`src/rtl/pport_pkg.sv`:
```
package pport_pkg;
    localparam int NPINS  = 9;
    localparam int DATA_W = 16;
    localparam int ADDR_W = 2;
    localparam int PAD_W  = DATA_W - NPINS;

    typedef logic [NPINS-1:0] pin_vec_t;

    typedef enum logic [ADDR_W-1:0] {
        RA_FUNC  = 2'd0,
        RA_DIR   = 2'd1,
        RA_LEVEL = 2'd2,
        RA_NONE  = 2'd3
    } reg_addr_e;

    typedef struct packed {
        pin_vec_t func;
        pin_vec_t dir;
        pin_vec_t latch;
    } port_cfg_t;

    function automatic logic [DATA_W-1:0] widen(input pin_vec_t v);
        return {{PAD_W{1'b0}}, v};
    endfunction
endpackage

```
`src/rtl/pport_regs.sv`:
```
module pport_regs
    import pport_pkg::*;
(
    input  logic                 clk,
    input  logic                 rst,
    input  logic                 wr_en,
    input  logic [ADDR_W-1:0]    addr,
    input  logic [DATA_W-1:0]    wdata,
    output port_cfg_t            cfg
);
    port_cfg_t cfg_q;
    reg_addr_e sel_addr;

    assign sel_addr = reg_addr_e'(addr);

    always_ff @(posedge clk) begin
        if (rst) begin
            cfg_q <= '0;
        end else if (wr_en) begin
            case (sel_addr)
                RA_FUNC:  cfg_q.func  <= wdata[NPINS-1:0];
                RA_DIR:   cfg_q.dir   <= wdata[NPINS-1:0];
                RA_LEVEL: cfg_q.latch <= wdata[NPINS-1:0];
                default:  ;
            endcase
        end
    end

    assign cfg = cfg_q;
endmodule

```
`src/rtl/pport_sync.sv`:
```
module pport_sync #(
    parameter int W = 9
) (
    input  logic         clk,
    input  logic [W-1:0] d,
    output logic [W-1:0] q
);
    logic [W-1:0] meta_q;
    logic [W-1:0] stab_q;

    always_ff @(posedge clk) begin
        meta_q <= d;
        stab_q <= meta_q;
    end

    assign q = stab_q;
endmodule

```
`src/rtl/pport_route.sv`:
```
module pport_route
    import pport_pkg::*;
(
    input  port_cfg_t cfg,
    input  pin_vec_t  per_out,
    input  pin_vec_t  per_oe,
    output pin_vec_t  pin_out,
    output pin_vec_t  pin_oe
);
    for (genvar i = 0; i < NPINS; i++) begin : g_pin
        always_comb begin
            if (cfg.func[i]) begin
                pin_out[i] = per_out[i];
                pin_oe[i]  = per_oe[i];
            end else begin
                pin_out[i] = cfg.latch[i];
                pin_oe[i]  = cfg.dir[i];
            end
        end
    end
endmodule

```
`src/rtl/pport_top.sv`:
```
module pport_top
    import pport_pkg::*;
(
    input  logic              clk,
    input  logic              rst,
    input  logic [ADDR_W-1:0] bus_addr,
    input  logic              bus_wr,
    input  logic [DATA_W-1:0] bus_wdata,
    output logic [DATA_W-1:0] bus_rdata,
    input  logic [NPINS-1:0]  pin_in,
    output logic [NPINS-1:0]  pin_out,
    output logic [NPINS-1:0]  pin_oe,
    input  logic [NPINS-1:0]  per_out,
    input  logic [NPINS-1:0]  per_oe
);
    port_cfg_t cfg_q;
    pin_vec_t  lvl_sync;

    pport_regs u_regs (
        .clk   (clk),
        .rst   (rst),
        .wr_en (bus_wr),
        .addr  (bus_addr),
        .wdata (bus_wdata),
        .cfg   (cfg_q)
    );

    pport_sync #(.W(NPINS)) u_sync (
        .clk (clk),
        .d   (pin_in),
        .q   (lvl_sync)
    );

    pport_route u_route (
        .cfg     (cfg_q),
        .per_out (per_out),
        .per_oe  (per_oe),
        .pin_out (pin_out),
        .pin_oe  (pin_oe)
    );

    always_comb begin
        case (reg_addr_e'(bus_addr))
            RA_FUNC:  bus_rdata = widen(cfg_q.func);
            RA_DIR:   bus_rdata = widen(cfg_q.dir);
            RA_LEVEL: bus_rdata = widen(lvl_sync);
            default:  bus_rdata = '0;
        endcase
    end
endmodule

```
`config.mk`:
```
export PLATFORM = sky130hd
export DESIGN_NAME = pport_top
export DESIGN_NICKNAME = d
export VERILOG_FILES = /design/src/rtl/pport_pkg.sv /design/src/rtl/pport_regs.sv /design/src/rtl/pport_sync.sv /design/src/rtl/pport_route.sv /design/src/rtl/pport_top.sv
export SDC_FILE = /design/constraint.sdc
export NUM_CORES = 1
export LEC_CHECK = 0
export ABC_AREA = 0
export BUFFER_PORTS_ARGS = -buffer_cell sky130_fd_sc_hd__buf_4
export CAP_MARGIN = 20
export CORE_ASPECT_RATIO = 2
export CORE_MARGIN = 2
export CORE_UTILIZATION = 48
export DETAILED_ROUTE_END_ITERATION = 12
export PLACE_DENSITY = 0.82
export SYNTH_ARGS = -nofsm -noshare
export SYNTH_HDL_FRONTEND = slang
export SYNTH_HIERARCHICAL = 1
export SYNTH_SLANG_ARGS = --single-unit
```
`constraint.sdc`:
```
create_clock -name clk -period 1.4 [get_ports clk]
set_clock_uncertainty 0.15 [all_clocks]
set_input_delay 0.28 -clock clk [delete_from_list [all_inputs] [get_ports clk]]
set_output_delay 0.28 -clock clk [all_outputs]
set_load 0.1 [all_outputs]
```
==> results_dict.tcl <==
set metrics [dict create \
    comb_power_share_pct 31.3 \
    seq_area_um2 936 \
    placed_cell_area_um2 2790 \
    drc 0 \
    wl_per_cell_um 18.4 \
    cp_max_fo 4 \
    grt_max_degree 37 \
    clk_pin_slew_ns 0.10 \
    drt_iter0_drc 18 \
    final-hold-violation-count 0 \
    io_pins 82 \
    cts_htree_levels 2 \
    die_w_um 49.8 \
    p_total_mw 3.23 \
    critPathRequiredTime_ns 0.97 \
    sw_frac_of_total_pct 34.8 \
    syn_inst 167 \
    yosysWarnings 6 \
    grt.overflow.total 0 \
    crit_path_end_kind "output pin" \
    fin_nets 300 \
    synth_cell_types 17 \
    arrival_ns 1.22 \
    internal_power_mw 2.11 \
    antenna_found_initial 0 \
    multi_input_area_um2 1290 \
    clkSinkCount 45 \
    layout-drive-gt1-share_pct 53.8 \
    setup_ws_ns -0.245 \
    failed_checks "setup timing" \
    power.switching_mw 1.13 \
    insertion_delay_ns 0.31 \
    setup_viol 27 \
    fin_area_um2 3460 \
    rsz0062_at_grt "true" \
    p_per_area_nw_per_um2 935 \
    wl_mm 5.62 \
    worst-setup-path-type "flip-flop to output pin" \
    cts-root-buf "clkbuf_8" \
    layout_min_cycle_time_ns 1.65 \
    slew_violations 0 \
    fmax_ghz 0.608 \
    gp_congestion 0.774 \
    timing.final.crit_share_pct 118 \
    clockPowerShare_pct 26.1 \
    vias_per_cell 5.11 \
    ir_drop_mv 1.09 \
    synth_seq_area_share_pct 44.7 \
    synth-seq-cells 45 \
    min_path_type "input pin to flip-flop" \
    track_usage_pct 24.5 \
    status "complete, but fails checks" \
    firstDrtPassIters 4 \
    synthToLayoutAreaGrowth_pct 71.7 \
    vias 1558 \
    num_antenna_cells 0 \
    die_height_um 95.6 \
    cts_tree "yes" \
    place_ws_ns -0.262 \
    core_um2 4050 \
    seqPwrFrac_pct 42.6 \
    die_area_um2 4760 \
    io_buffers 67 \
    mappedNetlistArea_um2 2010 \
    cts_made_buffers 5 \
    initial_core_util_pct 49.8 \
    rows 33 \
    grt_pass1_wl_mm 8.46 \
    dp.final_hpwl_mm 3.42 \
    max-cap-violations 0 \
    cts.path.max_buffers 2 \
    p_leak_nw 1.46 \
    ant_nets 0 \
    grt_pass1_vias 1746 \
    fill_cells 208 \
    cp-start-kind "flip-flop" \
    syn_area_per_cell_um2 12.1 \
]
## per-stage QoR
step	util [%]	setup TNS, ns	cells	hold slack [ns]
CTS	84.7	-5.53	305	0.138
global route	85.5	-6.30	305	0.149
detailed placement	69.0	-3.49	288	0.163
global placement	69.0	-3.24	288	0.162
floorplan	-	-0.999	173	0.158
finish	85.5	-5.47	305	0.133
## kinds of logic after synthesis
| group | Yosys count | synth area share (%) |
|---|---|---|
| muxes | 54 | 30.9 |
| DFF | 45 | 44.7 |
| and+or+nand+nor | 42 | 14.2 |
| buffers and inverters | 16 | 6.09 |
| AOI/OAI and AO/OA | 9 | 3.91 |
| other | 1 | 0.186 |
## synthesized netlist by cell type
| cell | n | area [um2] |
|---|---|---|
| nand2b_1 | 36 | 225 |
| conb_1 | 1 | 3.75 |
| buf_4 | 7 | 52.6 |
| mux2i_1 | 36 | 360 |
| or3b_1 | 1 | 8.76 |
| and3b_2 | 1 | 10.0 |
| nor2b_4 | 1 | 13.8 |
| nand3b_1 | 2 | 15.0 |
| buf_6 | 3 | 33.8 |
| mux2_1 | 2 | 22.5 |
| o2bb2ai_1 | 9 | 78.8 |
| dfxtp_1 | 45 | 901 |
| buf_2 | 2 | 10.0 |
| mux2_4 | 16 | 240 |
| nor3b_2 | 1 | 12.5 |
| buf_8 | 1 | 15.0 |
| clkbuf_1 | 3 | 11.3 |
## worst paths after layout
| path | startpoint | endpoint | slack, ns | cells after the start |
|---|---|---|---|---|
| hold / removal | bus_wdata[4] | u_regs/cfg[4]$_SDFFE_PP0P_ | 0.13 | 3 |
| setup / recovery | u_regs/cfg[23]$_SDFFE_PP0P_ | pin_oe[5] | -0.25 | 2 |
| setup reg to reg | u_regs/cfg[11]$_SDFFE_PP0P_ | u_regs/cfg[11]$_SDFFE_PP0P_ | 0.28 | 2 |
| hold reg to reg | u_sync/meta_q[1]$_DFF_P_ | u_sync/q[1]$_DFF_P_ | 0.18 | 0 |
## layer usage
metal	up-vias	wire [um]	part of all wire [%]	global-route usage (%)
met5	-	0	0	0
met3	15	211	3.8	5.33
met1	755	1770	31	21.9
li1	731	-	-	-
met2	57	3430	61	48.1
met4	0	208	3.7	14.8
## power groups by stage
stage               combinational, mW  clock [mW]  sequential [mW]
CTS                             0.991       0.853             1.37
finish                           1.01       0.845             1.38
global placement                0.810           0             1.40
global route                     1.04       0.905             1.38
floorplan                       0.635           0             1.39
detailed placement              0.818           0             1.40
## state kept, by name, summed over array words and instances (netlist names)
name           cells
u_sync/q           9
u_regs/cfg        27
u_sync/meta_q      9
## cells in the final DEF (no fill, tap or decap), types with 8 or more instances in the layout
master	count
buf_12	30
buf_4	47
dfxtp_1	35
dfxtp_4	9
dlygate4sd3_1	9
mux2_4	18
mux2i_1	27
mux2i_4	8
nand2b_1	36
o2bb2ai_4	9
## area by class of cell
class                      count  share of cell area (%)
multi-input combinational    112                    37.4
clock inverter                 3                   0.724
tap                           52                    1.88
clock buffer                   5                    1.99
timing repair buffer          88                    30.9
sequential                    45                    27.1
## critical path: stages, from the launching register on
cell and delay, ns:
dfxtp_4 0.41, mux2_4 0.32, buf_12 0.17
## what timing repair did
item                       CTS  global route
hold endpoints to repair     9             0
hold buffers                 9             0
setup endpoints to repair   27            27
pin swaps                    0             1
gates resized for setup    113             6
setup buffers                0             0
(Power assumes the default switching activity.)
